`src/rtl/clk_pwr_pkg.sv`:
```
package clk_pwr_pkg;

    typedef enum logic [3:0] {
        PS_RUN     = 4'd0,
        PS_HALT    = 4'd1,
        PS_STOPGNT = 4'd2,
        PS_QSTART  = 4'd3,
        PS_SNOOP   = 4'd4,
        PS_SLEEP   = 4'd5,
        PS_DEEP    = 4'd6,
        PS_FLUSH   = 4'd7,
        PS_SMI     = 4'd8
    } pwr_state_e;

    typedef struct packed {
        logic clk_en;
        logic snoop_en;
        logic ready;
    } pwr_ctl_t;

    // Stop state chosen on a stop-clock request
    function automatic pwr_state_e stop_target(input logic quick);
        return quick ? PS_QSTART : PS_STOPGNT;
    endfunction

    function automatic int unsigned max3(input int unsigned a, input int unsigned b,
                                         input int unsigned c);
        int unsigned m;
        m = (a > b) ? a : b;
        return (m > c) ? m : c;
    endfunction

endpackage

```
`src/rtl/cps_exit_timer.sv`:
```
module cps_exit_timer #(
    parameter int W = 10
) (
    input  logic         clk,
    input  logic         rst,
    input  logic         load,
    input  logic [W-1:0] load_val,
    output logic         busy,
    output logic         last
);
    logic [W-1:0] cnt_q;

    always_ff @(posedge clk) begin
        if (rst) begin
            cnt_q <= '0;
        end else if (load) begin
            cnt_q <= load_val;
        end else if (cnt_q != '0) begin
            cnt_q <= cnt_q - 1'b1;
        end
    end

    assign busy = (cnt_q != '0);
    assign last = (cnt_q == W'(1));
endmodule

```
`src/rtl/cps_ctl_decode.sv`:
```
module cps_ctl_decode
    import clk_pwr_pkg::*;
(
    input  pwr_state_e st,
    output pwr_ctl_t   ctl
);
    always_comb begin
        ctl.clk_en   = (st == PS_RUN) || (st == PS_FLUSH) || (st == PS_SMI);
        ctl.snoop_en = !((st == PS_SLEEP) || (st == PS_DEEP));
        ctl.ready    = (st == PS_RUN);
    end
endmodule

```
`src/rtl/clk_pwr_seq.sv`:
```
module clk_pwr_seq
    import clk_pwr_pkg::*;
#(
    parameter int NUM_WAKE   = 5,
    parameter int REF_MHZ    = 33,
    parameter int BUS_EXIT   = 10,
    parameter int SNOOP_TAIL = 3
) (
    input  logic                clk,
    input  logic                rst,
    input  logic                halt_i,
    input  logic [NUM_WAKE-1:0] wake_n_i,
    input  logic                flush_n_i,
    input  logic                flush_done_i,
    input  logic                smi_n_i,
    input  logic                smi_done_i,
    input  logic                smi_resume_halt_i,
    input  logic                stop_clk_n_i,
    input  logic                quick_start_i,
    input  logic                sleep_req_i,
    input  logic                bus_clk_stopped_i,
    input  logic                snoop_active_i,
    output logic [3:0]          state_o,
    output logic                core_clk_en_o,
    output logic                halt_cycle_o,
    output logic                sg_ack_o,
    output logic                snoop_en_o,
    output logic                ready_o
);
    localparam int DEEP_EXIT = 30 * REF_MHZ;
    localparam int CNT_MAX   = int'(max3(DEEP_EXIT, BUS_EXIT, SNOOP_TAIL));
    localparam int CW        = $clog2(CNT_MAX + 1);

    pwr_state_e state_q, state_d;
    pwr_state_e tgt_q, tgt_d;
    logic       from_halt_q, from_halt_d;
    logic       halt_stb_q, halt_stb_d;
    logic       ack_stb_q, ack_stb_d;
    logic       t_load, t_busy, t_last;
    logic [CW-1:0] t_val;
    logic       wake_any;
    pwr_ctl_t   ctl;

    assign wake_any = |(~wake_n_i);

    cps_exit_timer #(.W(CW)) u_timer (
        .clk     (clk),
        .rst     (rst),
        .load    (t_load),
        .load_val(t_val),
        .busy    (t_busy),
        .last    (t_last)
    );

    always_comb begin
        state_d     = state_q;
        tgt_d       = tgt_q;
        from_halt_d = from_halt_q;
        halt_stb_d  = 1'b0;
        ack_stb_d   = 1'b0;
        t_load      = 1'b0;
        t_val       = '0;
        if (t_busy) begin
            // exit count running: hold, ignore requests
            if (t_last) state_d = tgt_q;
        end else begin
            case (state_q)
                PS_RUN: begin
                    if (!stop_clk_n_i) begin
                        state_d     = stop_target(quick_start_i);
                        ack_stb_d   = 1'b1;
                        from_halt_d = 1'b0;
                    end else if (halt_i) begin
                        state_d    = PS_HALT;
                        halt_stb_d = 1'b1;
                    end
                end
                PS_HALT: begin
                    if (!smi_n_i)        state_d = PS_SMI;
                    else if (!flush_n_i) state_d = PS_FLUSH;
                    else if (wake_any)   state_d = PS_RUN;
                    else if (!stop_clk_n_i) begin
                        state_d     = stop_target(quick_start_i);
                        ack_stb_d   = 1'b1;
                        from_halt_d = 1'b1;
                    end
                end
                PS_FLUSH: if (flush_done_i) state_d = PS_HALT;
                PS_SMI: if (smi_done_i) state_d = smi_resume_halt_i ? PS_HALT : PS_RUN;
                PS_STOPGNT: begin
                    if (sleep_req_i) begin
                        state_d = PS_SLEEP;
                    end else if (stop_clk_n_i) begin
                        t_load = 1'b1;
                        t_val  = CW'(BUS_EXIT);
                        tgt_d  = from_halt_q ? PS_HALT : PS_RUN;
                    end
                end
                PS_QSTART: begin
                    if (stop_clk_n_i) begin
                        t_load = 1'b1;
                        t_val  = CW'(BUS_EXIT);
                        tgt_d  = from_halt_q ? PS_HALT : PS_RUN;
                    end else if (snoop_active_i) begin
                        state_d = PS_SNOOP;
                    end
                end
                PS_SNOOP: begin
                    if (!snoop_active_i) begin
                        t_load = 1'b1;
                        t_val  = CW'(SNOOP_TAIL);
                        tgt_d  = PS_QSTART;
                    end
                end
                PS_SLEEP: begin
                    if (!sleep_req_i) begin
                        t_load = 1'b1;
                        t_val  = CW'(BUS_EXIT);
                        tgt_d  = PS_STOPGNT;
                    end else if (bus_clk_stopped_i) begin
                        state_d = PS_DEEP;
                    end
                end
                PS_DEEP: begin
                    if (!bus_clk_stopped_i) begin
                        t_load = 1'b1;
                        t_val  = CW'(DEEP_EXIT);
                        tgt_d  = PS_SLEEP;
                    end
                end
                default: state_d = PS_RUN;
            endcase
        end
    end

    always_ff @(posedge clk) begin
        if (rst) begin
            state_q     <= PS_RUN;
            tgt_q       <= PS_RUN;
            from_halt_q <= 1'b0;
            halt_stb_q  <= 1'b0;
            ack_stb_q   <= 1'b0;
        end else begin
            state_q     <= state_d;
            tgt_q       <= tgt_d;
            from_halt_q <= from_halt_d;
            halt_stb_q  <= halt_stb_d;
            ack_stb_q   <= ack_stb_d;
        end
    end

    cps_ctl_decode u_dec (
        .st (state_q),
        .ctl(ctl)
    );

    assign state_o       = state_q;
    assign core_clk_en_o = ctl.clk_en;
    assign snoop_en_o    = ctl.snoop_en;
    assign ready_o       = ctl.ready;
    assign halt_cycle_o  = halt_stb_q;
    assign sg_ack_o      = ack_stb_q;
endmodule

```
`config.mk`:
```
export PLATFORM = sky130hd
export DESIGN_NAME = clk_pwr_seq
export DESIGN_NICKNAME = d
export VERILOG_FILES = /design/src/rtl/clk_pwr_pkg.sv /design/src/rtl/cps_exit_timer.sv /design/src/rtl/cps_ctl_decode.sv /design/src/rtl/clk_pwr_seq.sv
export SDC_FILE = /design/constraint.sdc
export NUM_CORES = 1
export LEC_CHECK = 0
export CORE_MARGIN = 2
export CORE_UTILIZATION = 56
export DETAILED_ROUTE_END_ITERATION = 6
export HOLD_SLACK_MARGIN = 0.12
export PLACE_DENSITY_LB_ADDON = 0.15
export SETUP_SLACK_MARGIN = 0.2
export SLEW_MARGIN = 20
export SYNTH_ARGS = -nofsm -noshare
export SYNTH_HDL_FRONTEND = slang
export SYNTH_HIERARCHICAL = 1
export SYNTH_SLANG_ARGS = --single-unit
```
`constraint.sdc`:
```
create_clock -name clk -period 6.3 [get_ports clk]
set_input_delay 1.26 -clock clk [delete_from_list [all_inputs] [get_ports clk]]
set_output_delay 1.26 -clock clk [all_outputs]
set_load 0.01 [all_outputs]
```
=== Word level (Yosys, flattened, before mapping) ===
Cells that the tools add are included.

* Register bits: 21
* Output and inout bits: 9
* Bits in latches: 0
* Input bits: 18
* Memory bits (writable): 0
* Word-level logic and storage cells: 109
* Memory bits (read-only): 0
* Memories kept: 0

* Shifts and indexed selects: 0
* Order comparisons: 0
* Div/mod/pow operators: 0
* $add $sub $neg: 1
* Muxes and demuxes: 53
* Bitwise operators: 4
* Multipliers: 0
* Equal/unequal tests: 29
* Reduce and logical (&&, ||, !) cells: 16

{| class="wikitable"
|+ Operators with widths
! kind !! count
|-
| $mux W4 || 23
|-
| $pmux W10 S5 || 1
|-
| $mux W10 || 4
|-
| $pmux W4 S8 || 1
|-
| $ne A3 B3 Y1 const B || 7
|-
| $pmux W4 S5 || 1
|-
| $mux W1 || 19
|-
| $ne A2 B2 Y1 const B || 9
|-
| $eq A4 B3 Y1 const B || 4
|-
| $reduce_and A11 Y1 || 1
|-
| $eq A10 B1 Y1 const B || 1
|-
| $reduce_bool A10 Y1 || 1
|-
| $sub A10 B1 Y10 const B || 1
|-
| $eq A4 B2 Y1 const B || 2
|-
| $reduce_and A7 Y1 || 1
|-
| $ne A6 B6 Y1 const B || 1
|-
| $reduce_and A6 Y1 || 1
|-
| $not A5 Y5 || 1
|-
| $pmux W1 S5 || 1
|-
| $reduce_bool A5 Y1 || 1
|-
| $reduce_or A5 Y1 || 1
|-
| $eq A4 B1 Y1 const B || 1
|-
| $eq A4 B4 Y1 const B || 1
|-
| $logic_not A4 Y1 || 1
|-
| other kinds (10) || 18
|}

=== Depth between registers and ports, before layout ===
* Word-level depth: 7
* Mapped depth: 11
* Depth with buffers taken out: 10

=== Cells and area by module ===
Netlist, hierarchy kept.

{| class="wikitable"
|+ By module, submodules not included
! module !! instances !! cells each !! seq. area each (µm²) !! area each (µm²)
|-
| clk_pwr_seq || 1 || 110 || 200.2 || 817.0
|-
| cps_exit_timer || 1 || 72 || 200.2 || 599.3
|-
| cps_ctl_decode || 1 || 5 || 0.0 || 38.8
|}

=== Worst setup path before layout ===
No wires, ideal clock.

* Path type: register to register
* From: reg u_timer.cnt_q[0]
* To: reg u_timer.cnt_q[4]
* Setup time: 0.095 ns
* Arrival: 2.736 ns
* Path slack: 3.468 ns
* Cell stages (with the launch flop): 11
* Data required time: 6.205 ns
* Period minus slack after synthesis: 2.832 ns
* Buffers on the path: 1
* Cell sequence: dfxtp_1 -> inv_1 -> ha_1 -> or4b_4 -> nor3_4 -> inv_2 -> clkbuf_1 -> or2_1 -> nor4_1 -> inv_1 -> a221oi_1

* Cells in the longest elaborated chain, start to end: 3
* Elaborated cells on any way between the ends: 7
* Those cells by class: add/sub: 1; mux: 4; reduce/logical: 2

{| class="wikitable"
|+ RTL lines
! what !! RTL line !! text
|-
| from (decl) || cps_exit_timer.sv:11 || <nowiki>logic [W-1:0] cnt_q;</nowiki>
|-
| from (signal assigned) || cps_exit_timer.sv:17 || <nowiki>cnt_q <= load_val;</nowiki>
|-
| from (signal assigned) || cps_exit_timer.sv:19 || <nowiki>cnt_q <= cnt_q - 1'b1;</nowiki>
|-
| $reduce_bool A10 Y1 (*) || cps_exit_timer.sv:23 || <nowiki>assign busy = (cnt_q != '0);</nowiki>
|-
| via t_busy || clk_pwr_seq.sv:39 || <nowiki>logic t_load, t_busy, t_last;</nowiki>
|-
| $mux W10 / $mux W1 (equally long branches) || clk_pwr_seq.sv:63 || <nowiki>if (t_busy) begin</nowiki>
|-
| $mux W10 / $reduce_bool A2 Y1 (equally long branches) || - ||
|}

The timed path passes the listed nets; every way through them passes the cells marked *. The select of a mux whose other input is x is not followed.
A chain may end at the register's enable or synchronous reset.

=== Worst setup path in the final report ===
* From: in stop_clk_n_i
* To: reg u_timer.cnt_q[9]

* Cells in the longest elaborated chain, start to end: 5
* Elaborated cells on any way between the ends: 6
* Those cells by class: mux: 5; reduce/logical: 1

{| class="wikitable"
|+ RTL lines
! what !! RTL line !! text
|-
| from (decl) || clk_pwr_seq.sv:18 || <nowiki>input logic stop_clk_n_i,</nowiki>
|-
| $mux W1 (*) || clk_pwr_seq.sv:93, clk_pwr_seq.sv:100 ||
|-
| $mux W1 || clk_pwr_seq.sv:91 || <nowiki>if (sleep_req_i) begin</nowiki>
|-
| $pmux W1 S5 (*) || clk_pwr_seq.sv:67 || <nowiki>case (state_q)</nowiki>
|-
| $mux W1 (*) || clk_pwr_seq.sv:63 ||
|-
| via t_load || clk_pwr_seq.sv:39 ||
|-
| $mux W10 / $reduce_bool A2 Y1 (equally long branches) || - ||
|}

The timed path passes the listed nets; every way through them passes the cells marked *.

==> impl_metrics.toml <==
[outcome]
run_status = "finished clean"

[sta]
tightestPinTransition_ps = 835
finalWorstSetupSlack_ps = 2980
setup-violations-final = 0
maxClockFrequency_mhz = 301
final_max_slew_viol_count = 0
final.period_utilization_pct = 52.7
max_slew_margin_pct = 44.2
grt_setup_unrepaired = "false"
finalHoldViolCount = 0
layout_min_cycle_time_ps = 3320
skew_ps = 3.53
totalNegativeSetupSlack_ps = 0

[worst_setup_path]
regToRegStartpoint = "u_timer/cnt_q[0]$_SDFFE_PP0P_"
worst-setup-path-type = "in2reg"
required_arrival_time_at_the_worst_endpoint_ps = 6500
cp-start-kind = "input port"
crit_start = "stop_clk_n_i"
path_max_fanout = 18
arrival_ps = 3520
timing.critical_path.to_type = "flip-flop"

[floorplan]
effective_utilization_at_floorplan_pct = 58.7
dieHeight_um = 55.0
die-width_um = 55.0
core-area_um2 = 2480
top_level_port_count = 27
die_area_um2 = 3020
row_count = 18

[placed_design]
globalplace.congestion = 0.918
numPortBuffers = 26
worst_setup_slack_post_dpl_ps = 2730
post-place-cells = 235
place.detailed.hpwl_um = 2670

[min_path]
worst_hold_startpoint = "tgt_q[1]$_SDFFE_PP0P_"
min_path_type = "reg2reg"

[synth]
synth-warning-count = 6
post_synth_instance_area_um2 = 1460
synth_enable_flop_cells = 0
yosys_register_bits = 20
synth_fp_nets = 207
postSynth.asyncResetShare_pct = 0
synth_cell_type_count = 57
synth-main-ff-cell = "sky130_fd_sc_hd__dfxtp_1"
synth_seq_area_share_pct = 27.5
syn_area_per_cell_um2 = 7.78
synth_cells = 187

[layout]
design.final.nets = 230
layoutNonFillerInstCount = 239
antenna_cells = 0
synthToLayoutAreaGrowth_pct = 21.3
drive_above_1_share_pct = 8.13

[detailed_routing]
viasPerCell = 6.36
vias = 1521
detail_route.first_pass.iterations = 4
ant_nets = 0
drc_errors = 0
routed_wl_um = 3670
route.detailed.wl_per_inst_um = 15.4
drtIter0Drc = 49

[clock_network]
clock-root-buffer = "sky130_fd_sc_hd__clkbuf_4"
number_of_hold_buffers_added_after_cts = 0
clock_insertion_delay_worst_skew_ps = 300
ctsResizeCount = 0
tritoncts.num_buffers = 3
h-tree-depth = 1
cts_tree = "yes"
cts_post_setup_buffers_inserted = 0
cts_max_path_buffers = 2
clkSlewWorstSetupHoldPaths_ps = 130
numClockSinks = 20

[power_and_ir_drop]
power.leakage_nw = 0.612
cellPowerDensity_nw_per_um2 = 407
vdd_drop_max_mv = 0.325

[global_route]
grt_first_pass_wirelength_um = 5930
grt_overflow_total = 0
gr-usage-all-layers_pct = 26.7
initial_antenna_violation_count = 0
grt_max_degree = 24
via_count_of_the_first_global_routing_pass = 1359

[job]
cap_violations = 0
## report_power, final
group          internal (W)  switching [W]
clock             0.0000642      0.0000432
combinational      0.000189       0.000203
sequential         0.000159      0.0000602
## synthesized netlist by cell type (all sizes together) (3+ instances only)
master / number / area (µm²)
clkbuf: 3 / 11.3
nor2b: 6 / 37.5
buf: 6 / 36.3
nor4b: 3 / 26.3
nor2: 17 / 63.8
a211oi: 3 / 22.5
o21ai: 8 / 40.0
and2: 3 / 18.8
nand3b: 3 / 22.5
or3: 3 / 23.8
dfxtp: 20 / 400
nor3: 6 / 41.3
a221oi: 3 / 26.3
o31ai: 3 / 22.5
nand2: 17 / 63.8
or2: 3 / 18.8
o32ai: 3 / 26.3
or4: 5 / 43.8
mux2i: 3 / 30.0
a31oi: 4 / 31.3
nand3: 6 / 30.0
nor4: 4 / 25.0
a21oi: 8 / 40.0
nor3b: 3 / 22.5
xor2: 5 / 43.8
inv: 10 / 37.5
## layer usage
metal / track usage [%] / wire [µm] / share of wire [%] / vias up
met2: 51.8 / 1920 / 52 / 54
li1: - / - / - / 744
met5: 0 / 0 / 0 / -
met3: 3.76 / 177 / 4.8 / 2
met4: 4.88 / 8 / 0.22 / 0
met1: 30.8 / 1570 / 43 / 721
## through the flow
stage / hold WS (ps) / util [%] / total power [W] / area, µm²
after global routing: 557 / 71.3 / 0.000768 / 1770
after global placement: 477 / 69.1 / 0.000592 / 1710
after detailed placement: 493 / 69.1 / 0.000604 / 1710
final: 522 / 71.3 / 0.000718 / 1770
after floorplan: 460 / - / 0.000494 / 1460
after CTS: 522 / 71.3 / 0.000713 / 1770
## critical path, stage by stage
cell	delay, ps
sky130_fd_sc_hd__clkdlybuf4s50_1	590
sky130_fd_sc_hd__nand2_1	90
sky130_fd_sc_hd__a211o_1	320
sky130_fd_sc_hd__a31oi_2	700
sky130_fd_sc_hd__inv_1	260
sky130_fd_sc_hd__o21bai_1	240
sky130_fd_sc_hd__a31oi_1	60
## final timing paths
kind / to / slack, ps / cells after the start
max: u_timer/cnt_q[9]$_SDFFE_PP0P_ / 2980 / 7
min: tgt_q[1]$_SDFFE_PP0P_ / 520 / 2
max reg2reg: u_timer/cnt_q[9]$_SDFFE_PP0P_ / 3050 / 10
min reg2reg: tgt_q[1]$_SDFFE_PP0P_ / 520 / 2
## flip-flops by register name (all words and copies together), names as in the netlist
name and flops:
sg_ack_o 1, from_halt_q 1, state_o 4, tgt_q 3, u_timer/cnt_q 10, halt_cycle_o 1
## cell families (layout without fill, tap and decap cells)
kind of cell / Yosys count / in the layout / share of synthesized area [%]
and+or+nand+nor: 88 / 88 / 35.0
AOI/OAI and AO/OA: 46 / 46 / 22.4
DFF: 20 / 20 / 27.5
buffers and inverters: 19 / 41 / 5.85
xor gates and xnor gates: 6 / 6 / 3.61
muxes: 5 / 5 / 3.61
adders and majority gates: 2 / 2 / 1.72
other: 1 / 1 / 0.258
## area by class of cell
| class | count | area, µm² |
|---|---|---|
| clock inverter | 1 | 30.0 |
| inverter | 10 | 37.5 |
| fill | 201 | 712 |
| timing repair buffer | 27 | 268 |
| multi-input combinational | 148 | 970 |
| tap | 30 | 37.5 |
| clock buffer | 3 | 22.5 |
| sequential | 20 | 400 |
## cell usage in the layout, fill, tap and decap left out, types with 4 or more instances in the layout
cell	n
sky130_fd_sc_hd__nand3_1	6
sky130_fd_sc_hd__nor3_1	5
sky130_fd_sc_hd__nor2b_1	6
sky130_fd_sc_hd__o21ai_0	8
sky130_fd_sc_hd__nand2_1	17
sky130_fd_sc_hd__clkdlybuf4s50_1	26
sky130_fd_sc_hd__nor4_1	4
sky130_fd_sc_hd__inv_1	9
sky130_fd_sc_hd__a21oi_1	8
sky130_fd_sc_hd__nor2_1	17
sky130_fd_sc_hd__dfxtp_1	20
sky130_fd_sc_hd__xor2_1	5
Power figures use the tool's default switching activity.
